### config.mk
export PLATFORM = sky130hd
export DESIGN_NAME = evt_pmu
export DESIGN_NICKNAME = d
export VERILOG_FILES = /design/src/rtl/pmu_pkg.sv /design/src/rtl/pmu_evsel.sv /design/src/rtl/pmu_prescaler.sv /design/src/rtl/pmu_counter.sv /design/src/rtl/evt_pmu.sv
export SDC_FILE = /design/constraint.sdc
export NUM_CORES = 1
export LEC_CHECK = 0
export CORE_ASPECT_RATIO = 1.75
export CORE_MARGIN = 2
export CORE_UTILIZATION = 62
export CTS_CLUSTER_SIZE = 14
export DETAILED_ROUTE_END_ITERATION = 10
export HOLD_SLACK_MARGIN = 0.06
export PLACE_DENSITY = 0.87
export SKIP_LAST_GASP = 1
export SLEW_MARGIN = 20
export SYNTH_ARGS = -nofsm -noshare
export SYNTH_HDL_FRONTEND = slang
export SYNTH_SLANG_ARGS = --single-unit
### constraint.sdc
create_clock -name clk -period 9 [get_ports clk]
set_clock_uncertainty 0.05 [all_clocks]
set_input_delay 0.9 -clock clk [delete_from_list [all_inputs] [get_ports clk]]
set_output_delay 0.9 -clock clk [all_outputs]
set_load 0.02 [all_outputs]
### src/rtl/pmu_pkg.sv
package pmu_pkg;
  localparam int DW = 32;
  localparam int AW = 2;
  localparam int CODE_W = 8;
  localparam int NCTR = 3;           // index 0: event 0, 1: event 1, 2: cycles
  localparam logic [CODE_W-1:0] TRACE_CODE = 8'h20;

  typedef enum logic [AW-1:0] {
    REG_CTRL = 2'd0,
    REG_CYC  = 2'd1,
    REG_EV0  = 2'd2,
    REG_EV1  = 2'd3
  } reg_sel_e;

  // control word bit positions (decoded by software)
  localparam int B_EN     = 0;
  localparam int B_CLR_EV = 1;
  localparam int B_CLR_CY = 2;
  localparam int B_PSC    = 3;
  localparam int B_IEN    = 4;
  localparam int B_OVF    = 8;
  localparam int B_SEL1   = 12;
  localparam int B_SEL0   = 20;
endpackage

### src/rtl/pmu_evsel.sv
module pmu_evsel #(
  parameter int NUM_EV = 32,
  parameter int CW = 8,
  parameter logic [CW-1:0] TRACE = 8'h20
) (
  input  logic [NUM_EV-1:0] ev,
  input  logic              trace,
  input  logic [CW-1:0]     code,
  output logic              hit
);
  logic hit_ev;

  always_comb begin
    hit_ev = 1'b0;
    for (int i = 0; i < NUM_EV; i++) begin
      if (code == CW'(i)) hit_ev = ev[i];
    end
  end

  assign hit = (code == TRACE) ? trace : hit_ev;
endmodule

### src/rtl/pmu_prescaler.sv
module pmu_prescaler #(
  parameter int DIV = 64
) (
  input  logic clk,
  input  logic rst_n,
  input  logic run,
  input  logic clr,
  input  logic div_en,
  output logic tick
);
  localparam int PW = (DIV > 1) ? $clog2(DIV) : 1;
  localparam logic [PW-1:0] LAST = PW'(DIV - 1);

  logic [PW-1:0] ph_q, ph_d;

  always_comb begin
    ph_d = ph_q;
    if (clr)      ph_d = '0;
    else if (run) ph_d = (ph_q == LAST) ? '0 : ph_q + 1'b1;
  end

  always_ff @(posedge clk or negedge rst_n) begin
    if (!rst_n) ph_q <= '0;
    else        ph_q <= ph_d;
  end

  assign tick = run && (!div_en || ph_q == LAST);

  AST_PSC_SPACING: assert property (@(posedge clk) disable iff (!rst_n)
    (tick && div_en && !clr) |=> (!tick || !div_en));
endmodule

### src/rtl/pmu_counter.sv
module pmu_counter #(
  parameter int W = 32
) (
  input  logic         clk,
  input  logic         rst_n,
  input  logic         ld,
  input  logic [W-1:0] ld_val,
  input  logic         clr,
  input  logic         inc,
  output logic [W-1:0] cnt,
  output logic         wrap
);
  logic [W-1:0] cnt_d;
  logic         step;

  assign step = inc && !ld && !clr;
  assign wrap = step && (&cnt);

  always_comb begin
    cnt_d = cnt;
    if (ld)        cnt_d = ld_val;
    else if (clr)  cnt_d = '0;
    else if (step) cnt_d = cnt + 1'b1;
  end

  always_ff @(posedge clk or negedge rst_n) begin
    if (!rst_n) cnt <= '0;
    else        cnt <= cnt_d;
  end

  AST_LOAD_WINS: assert property (@(posedge clk) disable iff (!rst_n)
    ld |=> cnt == $past(ld_val));
  AST_CLEAR_ZERO: assert property (@(posedge clk) disable iff (!rst_n)
    (clr && !ld) |=> cnt == '0);
  AST_WRAP_ZERO: assert property (@(posedge clk) disable iff (!rst_n)
    wrap |=> cnt == '0);
endmodule

### src/rtl/evt_pmu.sv
module evt_pmu
  import pmu_pkg::*;
#(
  parameter int NUM_EV = 32,
  parameter int PSC_DIV = 64
) (
  input  logic              clk,
  input  logic              rst_n,
  input  logic [NUM_EV-1:0] ev_pulse,
  input  logic              trace_in,
  input  logic              bus_we,
  input  logic [AW-1:0]     bus_addr,
  input  logic [DW-1:0]     bus_wdata,
  output logic [DW-1:0]     bus_rdata,
  output logic              irq
);
  // reset: asynchronous assert, synchronous release
  logic [1:0] rst_pipe;
  logic       rst_ni;
  always_ff @(posedge clk or negedge rst_n) begin
    if (!rst_n) rst_pipe <= '0;
    else        rst_pipe <= {rst_pipe[0], 1'b1};
  end
  assign rst_ni = rst_pipe[1];

  // control state
  logic              en_q, en_d, psc_q, psc_d;
  logic [NCTR-1:0]   ien_q, ien_d, ovf_q, ovf_d;
  logic [CODE_W-1:0] sel_q [2];
  logic [CODE_W-1:0] sel_d [2];

  logic ctrl_wr, clr_ev, clr_cy, cyc_tick;
  logic [NCTR-1:0] ld, clr, inc, wrap;
  logic [DW-1:0]   cnt [NCTR];
  logic [1:0]      hit;

  assign ctrl_wr = bus_we && (bus_addr == REG_CTRL);
  assign clr_ev  = ctrl_wr && bus_wdata[B_CLR_EV];
  assign clr_cy  = ctrl_wr && bus_wdata[B_CLR_CY];

  assign ld[0]  = bus_we && (bus_addr == REG_EV0);
  assign ld[1]  = bus_we && (bus_addr == REG_EV1);
  assign ld[2]  = bus_we && (bus_addr == REG_CYC);
  assign clr    = {clr_cy, clr_ev, clr_ev};
  assign inc    = {cyc_tick, en_q && hit[1], en_q && hit[0]};

  genvar g;
  generate
    for (g = 0; g < 2; g++) begin : g_sel
      pmu_evsel #(.NUM_EV(NUM_EV), .CW(CODE_W), .TRACE(TRACE_CODE)) u_sel (
        .ev(ev_pulse), .trace(trace_in), .code(sel_q[g]), .hit(hit[g]));
    end
    for (g = 0; g < NCTR; g++) begin : g_ctr
      pmu_counter #(.W(DW)) u_ctr (
        .clk(clk), .rst_n(rst_ni), .ld(ld[g]), .ld_val(bus_wdata),
        .clr(clr[g]), .inc(inc[g]), .cnt(cnt[g]), .wrap(wrap[g]));
    end
  endgenerate

  pmu_prescaler #(.DIV(PSC_DIV)) u_psc (
    .clk(clk), .rst_n(rst_ni), .run(en_q), .clr(clr_cy),
    .div_en(psc_q), .tick(cyc_tick));

  // next state of the control word
  always_comb begin
    en_d     = en_q;
    psc_d    = psc_q;
    ien_d    = ien_q;
    sel_d[0] = sel_q[0];
    sel_d[1] = sel_q[1];
    ovf_d    = ovf_q;
    if (ctrl_wr) begin
      en_d     = bus_wdata[B_EN];
      psc_d    = bus_wdata[B_PSC];
      ien_d    = bus_wdata[B_IEN +: NCTR];
      sel_d[0] = bus_wdata[B_SEL0 +: CODE_W];
      sel_d[1] = bus_wdata[B_SEL1 +: CODE_W];
      ovf_d    = ovf_q & ~bus_wdata[B_OVF +: NCTR];
    end
    ovf_d = ovf_d | wrap;
  end

  always_ff @(posedge clk or negedge rst_ni) begin
    if (!rst_ni) begin
      en_q     <= 1'b0;
      psc_q    <= 1'b0;
      ien_q    <= '0;
      ovf_q    <= '0;
      sel_q[0] <= '0;
      sel_q[1] <= '0;
    end else begin
      en_q     <= en_d;
      psc_q    <= psc_d;
      ien_q    <= ien_d;
      ovf_q    <= ovf_d;
      sel_q[0] <= sel_d[0];
      sel_q[1] <= sel_d[1];
    end
  end

  // read path
  always_comb begin
    case (bus_addr)
      REG_CYC: bus_rdata = cnt[2];
      REG_EV0: bus_rdata = cnt[0];
      REG_EV1: bus_rdata = cnt[1];
      default: bus_rdata = {4'b0, sel_q[0], sel_q[1], 1'b0, ovf_q,
                            1'b0, ien_q, psc_q, 2'b00, en_q};
    endcase
  end

  assign irq = |(ovf_q & ien_q);

  generate
    for (g = 0; g < NCTR; g++) begin : g_chk
      AST_FLAG_STICKY: assert property (@(posedge clk) disable iff (!rst_ni)
        (ovf_q[g] && !(ctrl_wr && bus_wdata[B_OVF + g])) |=> ovf_q[g]);
      AST_FLAG_CLEAR: assert property (@(posedge clk) disable iff (!rst_ni)
        (ctrl_wr && bus_wdata[B_OVF + g] && !wrap[g]) |=> !ovf_q[g]);
      AST_WRAP_FLAG: assert property (@(posedge clk) disable iff (!rst_ni)
        wrap[g] |=> ovf_q[g]);
    end
  endgenerate

  AST_IDLE_FREEZE: assert property (@(posedge clk) disable iff (!rst_ni)
    (!en_q && !bus_we) |=> ($stable(cnt[0]) && $stable(cnt[1]) && $stable(cnt[2])));
  AST_IRQ_NEEDS_ENABLE: assert property (@(posedge clk) disable iff (!rst_ni)
    (ien_q == '0) |-> !irq);
endmodule

==> results of run 1 <==
report_power, final:
part	internal, mW	total (mW)	leakage [nW]	switching (mW)
registers	0.664	0.822	1.67	0.159
clock network	0.469	0.755	0.306	0.286
logic	0.245	0.523	2.27	0.279
total	1.38	2.10	4.25	0.724
area by class of cell:
class / instances / area [sq um] / area share (%)
Tap cell: 180 / 225 / 2.11
Inverter: 14 / 52.6 / 0.493
Clock buffer: 18 / 429 / 4.03
Multi-Input combinational cell: 839 / 5430 / 50.9
Sequential cell: 128 / 3210 / 30.1
Clock inverter: 14 / 203 / 1.90
Timing Repair Buffer: 115 / 1110 / 10.4
sequential cells by signal, summed over array words and instances, names as in the netlist:
register	flops
g_ctr.u_ctr.cnt	96
sel_q	16
u_psc.ph_q	6
ien_q	3
ovf_q	3
rst_pipe	2
en_q	1
psc_q	1
synthesized netlist by cell type (20+ instances only):
cell	n
sky130_fd_sc_hd__o21ai_0	99
sky130_fd_sc_hd__and3_1	27
sky130_fd_sc_hd__clkbuf_1	45
sky130_fd_sc_hd__a21oi_1	104
sky130_fd_sc_hd__mux2_2	33
sky130_fd_sc_hd__dfrtp_1	128
sky130_fd_sc_hd__xnor2_1	21
sky130_fd_sc_hd__a22o_1	20
sky130_fd_sc_hd__nand2_1	175
sky130_fd_sc_hd__nand3_1	39
sky130_fd_sc_hd__mux4_2	24
sky130_fd_sc_hd__nor2_1	56
sky130_fd_sc_hd__nor3_1	25
metal layers:
metal / part of all wire [%] / track usage [%] / vias to the layer above
li1: - / - / 4034
met1: 34 / 50.2 / 4444
met2: 48 / 64.8 / 751
met3: 11 / 8.95 / 195
met4: 7.3 / 24.9 / 0
met5: 0 / 0 / -
worst max path at each step:
stage,startpoint,to
after floorplan,rst_pipe[1],en_q
after global placement,bus_addr[1],g_ctr[1].u_ctr.cnt[3]
after detailed placement,bus_addr[1],g_ctr[1].u_ctr.cnt[3]
after CTS,bus_addr[1],bus_rdata[30]
after global routing,bus_addr[1],g_ctr[1].u_ctr.cnt[19]
final,bus_addr[1],g_ctr[1].u_ctr.cnt[19]
critical path, stage by stage:
cell	delay, ps
sky130_fd_sc_hd__clkdlybuf4s50_1	450
sky130_fd_sc_hd__buf_4	370
sky130_fd_sc_hd__nand3_1	580
sky130_fd_sc_hd__nand3_1	290
sky130_fd_sc_hd__o211ai_2	100
sky130_fd_sc_hd__a21oi_2	120
sky130_fd_sc_hd__a41oi_2	120
sky130_fd_sc_hd__buf_4	270
sky130_fd_sc_hd__nand2b_1	750
sky130_fd_sc_hd__a21oi_1	360
sky130_fd_sc_hd__a221oi_1	80
cell families (layout without fill, tap and decap cells):
| logic type | Yosys count | count (layout) | share of synthesized area (%) |
|---|---|---|---|
| buffers and inverters | 77 | 161 | 3.74 |
| XOR/XNOR | 31 | 31 | 3.03 |
| AO/OA/AOI/OAI | 321 | 321 | 23.0 |
| other | 1 | 1 | 0.0419 |
| multiplexers | 70 | 70 | 11.6 |
| AND/OR/NAND/NOR | 412 | 412 | 22.3 |
| adder cells (fa/ha/maj) | 4 | 4 | 0.559 |
| flip-flops | 128 | 128 | 35.7 |
==> run summary, run 1 <==
The flow ran to the end, and the final reports show no timing, DRC or antenna violations. The routed design could run at a clock period as short as 4230 ps. The utilization after layout is 74.9%. The setup slack of the worst register-to-register path came out at 5050 ps.

The estimated wirelength of the detail-placed design came out at 21700 microns. The most common cell after layout, fill and taps aside is sky130_fd_sc_hd__nand2_1. The width of the chip came out at 94.9 microns. The net total in the final layout is 1189. The data arrival time of the worst path came out at 4450 ps. The hold buffer count at cts came out at 0. The detail-routed net length per standard cell came out at 23.8 microns.

The flip-flop cell with the highest count after synthesis is sky130_fd_sc_hd__dfrtp_1. The number of cells after detailed placement came out at 1276. The final number of hold-violating endpoints came to 0. The required time of the worst setup path is 9220 ps. The worst-case clock buffer depth came out at 2.

The minimum setup slack after placement is 4480 ps. In this run the most critical hold path is launched from rst_pipe[0]. The layout overhead on the synthesized area came out at 19.0%. The die extent in y came out at 163 microns. The insertion delay to the later sink of the worst-skew pair is 430 ps. The setup TNS after final layout came out at 0 ps. The setup path with the least slack is of type in -> reg.

In this run, the number of DRC markers left after iteration 0 of detailed routing was 1204. The endpoint identified for the worst register-to-register timing path is g_ctr[1].u_ctr.cnt[19]. The overall routed net length came out at 31100 microns. The global placer's final weighted congestion came out at 0.971. The count of cells resized by post-cts repair is 0. The total number of yosys warnings is 0. The measured slew at the worst slew-check pin came out at 1170 ps. Timing would allow up to 0.237 GHz. The count of pins on the block boundary came out at 103.

Clock tree synthesis selected as its root buffer the cell sky130_fd_sc_hd__clkbuf_16. The total via count after detailed routing is 9424. For this run the aggregate overflow at the end of global routing stands at 0. On the final layout, the worst hold slack is 309 ps. The final instance count without filler cells came out at 1308.

The number of antenna violations at the first check in global routing came out at 0. In this run the worst path has a maximum fanout of 38. In this run the critical register-to-register path is launched from sel_q[0]. The proportion of register bits with asynchronous set or reset after synthesis is 100%. The starting density of the core came out at 63.0%. The wire length of the first global-routing pass is 48300 microns. The largest area contributor in the synthesized netlist is sky130_fd_sc_hd__dfrtp_1. In the routed layout, each cell is associated on average with a via count of 7.20. CTS built an H-tree with a depth of 4. The antenna diode count is 0. A synthesized cell averages 8.58 sq um. In this run, synthesis inferred 0 flip-flops with an integrated enable.

The number of I/O port buffers is 102. The synthesized instance count came out at 1044. Summed over its instances, the top area cell type makes up 35.7% of the synthesized netlist area. The cell area after layout came out at 10700 sq um. The number of clock sinks seen by CTS is 128.

The class of the tightest hold or removal check is reg -> reg. The instance area after placement came out at 10000 sq um. The library cells used most frequently in the layout, excluding fill and tap cells, are 175 x sky130_fd_sc_hd__nand2_1, 127 x sky130_fd_sc_hd__dfrtp_1, 104 x sky130_fd_sc_hd__a21oi_1.

The post-CTS setup buffer count came out at 0. The total of flip-flops plus latches after synthesis is 128. TritonCTS built the clock tree. The cell area after technology mapping came out at 8960 sq um. The share of the Yosys chip area taken by registers is 35.7%. The worst setup path is launched from an input port. The clock slew seen by the registers of the worst setup and hold paths came out at 70 ps. The worst setup path is captured at a flip-flop. The count of max-cap constraint violations came out at 0.

After detailed routing, the number of remaining DRC violations is 0. The via count of the first global-routing pass is 9073. The final max-slew violation count came out at 0.

The overall power of the completed layout is 2.10 mW. After floorplanning, the core was sized to cover 14200 sq um. The worst-case reg-to-reg path depth is 9. The capture endpoint of the worst hold path is rst_pipe[1].

The static power due to leakage came out at 4.25 nW. The share of final-layout standard cells stronger than drive strength 1 came out at 11.3%. The row count is 58. The post-route antenna net violation count is 0. The total of fill cells in the finished design came out at 1033. The overall track demand over capacity in global routing is 40.8%.

The total die area came out at 15500 sq um. Setup repair after global routing left no endpoint under its margin. For this run, the detailed router's first-pass iteration total came to 6. The number of unique standard cell types used by synthesis is 81.

The highest ir drop seen on vdd came out at 0.137 mV. The worst slew margin relative to its limit came out at 21.8%. The net count of the mapped netlist is 1118. Yosys attributes the largest share of cell area to sky130_fd_sc_hd__dfrtp_1 36%, sky130_fd_sc_hd__nand2_1 7.3%, sky130_fd_sc_hd__mux4_2 6.0%, sky130_fd_sc_hd__a21oi_1 5.8%, sky130_fd_sc_hd__o21ai_0 5.5%.

The number of setup violations in the final report is 0. The maximum number of pins on one net before global-route repair is 76. The worst hold path stage count came out at 0.

The final worst slack is 4770 ps. The ratio of final minimum period to clock period is 47.0%. The total clock buffers created by CTS came out at 17. Power spread over the standard cell area amounts to 197 nW/um^2.
Note: power is estimated with default switching activity, not from simulation.
==> run 2, diff against run 1 <==
- CORE_UTILIZATION: 62 -> 58
- PLACE_DENSITY: 0.87 -> 0.82
- clock period: 9 -> 4.25 ns (I/O delays scaled with it)
==> run 2 against run 1 <==
  * Combinational power is 110% higher
  * Cell area is 0.58% higher
  * Global-route usage is 2.5 points lower
  * Largest power group unchanged
  * Setup slack worse by 4200 ps
  * Non-clock buffer count is 11 higher
  * Routed wire length is 1.4% higher
  * Critical path depth is 2 lower
  * Clock-buffer cell count stayed put
  * Cell count is 1.2% higher
  * Die area is 6.7% higher
  * Register-to-register slack worse by 4500 ps
  * Hold slack worse by 200 ps
  * Critical path type is now reg -> reg
==> run summary, run 2 (synthesized netlist as in run 1, its figures left out) <==
The post-route antenna net violation count came to 0 (unchanged). The library cells used most frequently in the layout, excluding fill and tap cells, are 175 x sky130_fd_sc_hd__nand2_1, 127 x sky130_fd_sc_hd__dfrtp_1, 104 x sky130_fd_sc_hd__a21oi_1. The switching power came out at 1.49 mW (+110%). The reg-to-reg critical path startpoint is sel_q[9]. The post-CTS setup buffer count came out at 0 (unchanged).

The number of iterations in the first detailed-routing pass is 11 (+5). The portion of total power attributed to sequential cells is 40.6% (+1.4 points). The die extent in y came out at 168 microns (+3.3%). The final number of hold-violating endpoints is 0 (unchanged). The hold buffer count at cts is 0 (unchanged). The required time of the worst setup path was 4500 ps (-4720 ps).

The overall power of the completed layout came to 4.30 mW (+100%). The number of cells after detailed placement came out at 1292 (+1.3%). The final hold slack is 110 ps (-199 ps).

The maximum frequency from static timing analysis came out at 0.272 GHz. The maximum fanout count along the critical path came to 28 (-26%). The number of antenna violations at the first check in global routing came out at 0 (unchanged). By startpoint and endpoint, the worst setup path is classified as reg -> reg.

Setup repair after global routing left no endpoint under its margin. The H-tree depth reported by CTS came out at 4 (unchanged). The clock period minus worst slack is 3670 ps. The highest ir drop seen on vdd was 0.283 mV (+110%). The most common cell after layout, fill and taps aside is sky130_fd_sc_hd__nand2_1.

The standard cell core area came to 15200 sq um (+7.1%). The final instance count without filler cells came out at 1324 (+1.2%). The clock slew seen by the registers of the worst setup and hold paths came out at 60 ps (about the same).

The flip-flop count of the largest register, all copies and words added is 96 (unchanged). The detail-routed net length per standard cell was 23.8 microns (+0.14%). The switching share of total power came out at 34.7% (+0.22 points). The global placer's final weighted congestion is 0.994 (+2.4%). STA classifies the critical path startpoint as a flip-flop. The count of max-cap constraint violations is 0 (unchanged). The ratio of final minimum period to clock period came out at 86.4%. The largest registers in the layout are g_ctr.u_ctr.cnt (96), sel_q (16), u_psc.ph_q (6). The combinational cell fraction of total power is 25.7% (+0.8 points). The total clock buffers created by CTS came out at 17 (unchanged). The width of the chip is 98.0 microns (+3.2%). The share of final-layout standard cells stronger than drive strength 1 was 12.2% (+0.87 points). The overall track demand over capacity in global routing came out at 38.3% (-2.5 points). The worst-case clock buffer depth is 2 (unchanged). The starting density of the core came out at 58.8% (-4.2 points). The maximum number of pins on one net before global-route repair came out at 74 (-2.6%). The worst slew margin relative to its limit is 36.8% (+15 points). The static power due to leakage came to 4.28 nW (+0.68%). The row count was 60 (+3.4%). The worst-case reg-to-reg path depth came out at 9 (unchanged). The internal power came out at 2.81 mW (+100%). The part of the total power dissipated in the clock network came out at 33.7% (-2.2 points).

The measured slew at the worst slew-check pin was 947 ps (-226 ps). The number of I/O port buffers came out at 102 (unchanged). The insertion delay to the later sink of the worst-skew pair is 420 ps (about the same).

The data arrival time of the worst path came out at 3920 ps (-530 ps). From synthesis to final layout, the design area changed by 19.6%. The number of DRC markers in iteration 0 came to 998 (-17%). The total power density per cell area came out at 401 nW/um^2 (+100%). The detailed-route vias per instance came out at 6.95 (-3.5%). The timing endpoint of the critical path is g_ctr[0].u_ctr.cnt[14].

The setup TNS after final layout came to 0 ps (unchanged). The net total in the final layout is 1200 (+0.93%). The estimated wirelength of the detail-placed design came out at 23100 microns (+6.5%).

In this run the worst hold path is classified as in -> async. The remaining design rule violation count is 0 (unchanged). The number of clock sinks seen by CTS is 128 (unchanged). In this run the critical register-to-register path is captured at g_ctr[0].u_ctr.cnt[14].

The number of setup violations in the final report came to 0 (unchanged). The total of fill cells in the finished design came to 1199 (+16%). The final max-slew violation count came out at 0 (unchanged). The count of pins on the block boundary is 103 (unchanged). The total die area came out at 16500 sq um (+6.7%). The count of cells resized by post-cts repair is 0 (unchanged). The root buffer cell chosen for the clock tree is sky130_fd_sc_hd__clkbuf_16. The antenna diode count came out at 0 (unchanged). The flow ran to the end, and the final reports show no timing, DRC or antenna violations. The first element of the critical path is sel_q[9]. The CTS tree is yes.

The total via count after detailed routing came out at 9206 (-2.3%). The leftover overflow at the end of global routing came out at 0 (unchanged). The wire length of the first global-routing pass is 49300 microns (+2.2%).

The via count of the first global-routing pass came out at 9069 (-0.044%). The setup slack of the worst register-to-register path is 580 ps (-4470 ps). The register with the most flip-flops is g_ctr.u_ctr.cnt. The endpoint kind of the worst setup timing path is a flip-flop. The overall routed net length is 31500 microns (+1.4%).
[run 2: cell types whose count changed in the layout (fill, tap and decap cells not counted)]
| cell | change |
|---|---|
| sky130_fd_sc_hd__buf_4 | +9 |
| sky130_fd_sc_hd__clkinvlp_4 | +4 |
| sky130_fd_sc_hd__inv_6 | -3 |
| sky130_fd_sc_hd__buf_12 | +2 |
| sky130_fd_sc_hd__bufinv_16 | -2 |
| sky130_fd_sc_hd__clkinv_2 | +2 |
| sky130_fd_sc_hd__clkinv_4 | -2 |
| sky130_fd_sc_hd__clkbuf_1 | -1 |
| sky130_fd_sc_hd__clkbuf_8 | +1 |
[run 2: cell type report]
| type | instances | area, sq um | area share, % |
|---|---|---|---|
| inverters | 14 | 52.6 | 0.490 |
| clock buffers | 18 | 439 | 4.10 |
| multi-input cells | 839 | 5430 | 50.6 |
| flip-flops and latches | 128 | 3210 | 29.9 |
| clock inverters | 13 | 139 | 1.30 |
| well taps | 186 | 233 | 2.17 |
| repair buffers | 126 | 1220 | 11.4 |
[run 2: power by group through the flow]
stage | clock (mW) | sequential [mW] | combinational (mW)
after global routing | 1.50 | 1.78 | 1.19
after global placement | 0 | 1.75 | 1.05
after detailed placement | 0 | 1.76 | 1.07
after floorplan | 0 | 1.60 | 0.781
after CTS | 1.45 | 1.74 | 1.08
final | 1.45 | 1.75 | 1.10
[run 2: how the worst min path moves through the flow]
| stage | end | slack, ps | cells after the start |
|---|---|---|---|
| 2_1_floorplan | rst_pipe[0] | 80 | 0 |
| 3_3_place_gp | rst_pipe[1] | 290 | 0 |
| 3_5_place_dp | rst_pipe[1] | 290 | 0 |
| 4_1_cts | rst_pipe[1] | 110 | 1 |
| 5_1_grt | rst_pipe[1] | 110 | 1 |
| 6_report | rst_pipe[1] | 110 | 1 |
[run 2: stage by stage]
stage / utilization (%) / worst slack, ps / cell area [sq um]
after global placement: 66.4 / 754 / 10100
final: 70.3 / 579 / 10700
after floorplan: - / 370 / 8960
after global routing: 70.3 / 275 / 10700
after detailed placement: 66.4 / 672 / 10100
after CTS: 70.2 / 660 / 10700
[run 2: critical path, stage by stage (launching register included)]
cell	delay, ps
sky130_fd_sc_hd__dfrtp_1	920
sky130_fd_sc_hd__nand2_1	270
sky130_fd_sc_hd__a2111oi_0	440
sky130_fd_sc_hd__nor3_1	80
sky130_fd_sc_hd__o2111a_1	280
sky130_fd_sc_hd__a21oi_2	390
sky130_fd_sc_hd__buf_4	280
sky130_fd_sc_hd__or2_1	360
sky130_fd_sc_hd__nor3_1	130
sky130_fd_sc_hd__a2111oi_1	340
[run 2: per-layer routing]
metal | track usage [%] | share of wire, % | vias to the layer above
met4 | 19.0 | 5.7 | 0
met1 | 46.4 | 35 | 4423
li1 | - | - | 4059
met3 | 6.60 | 9.2 | 126
met5 | 0 | 0 | -
met2 | 65.3 | 50 | 598
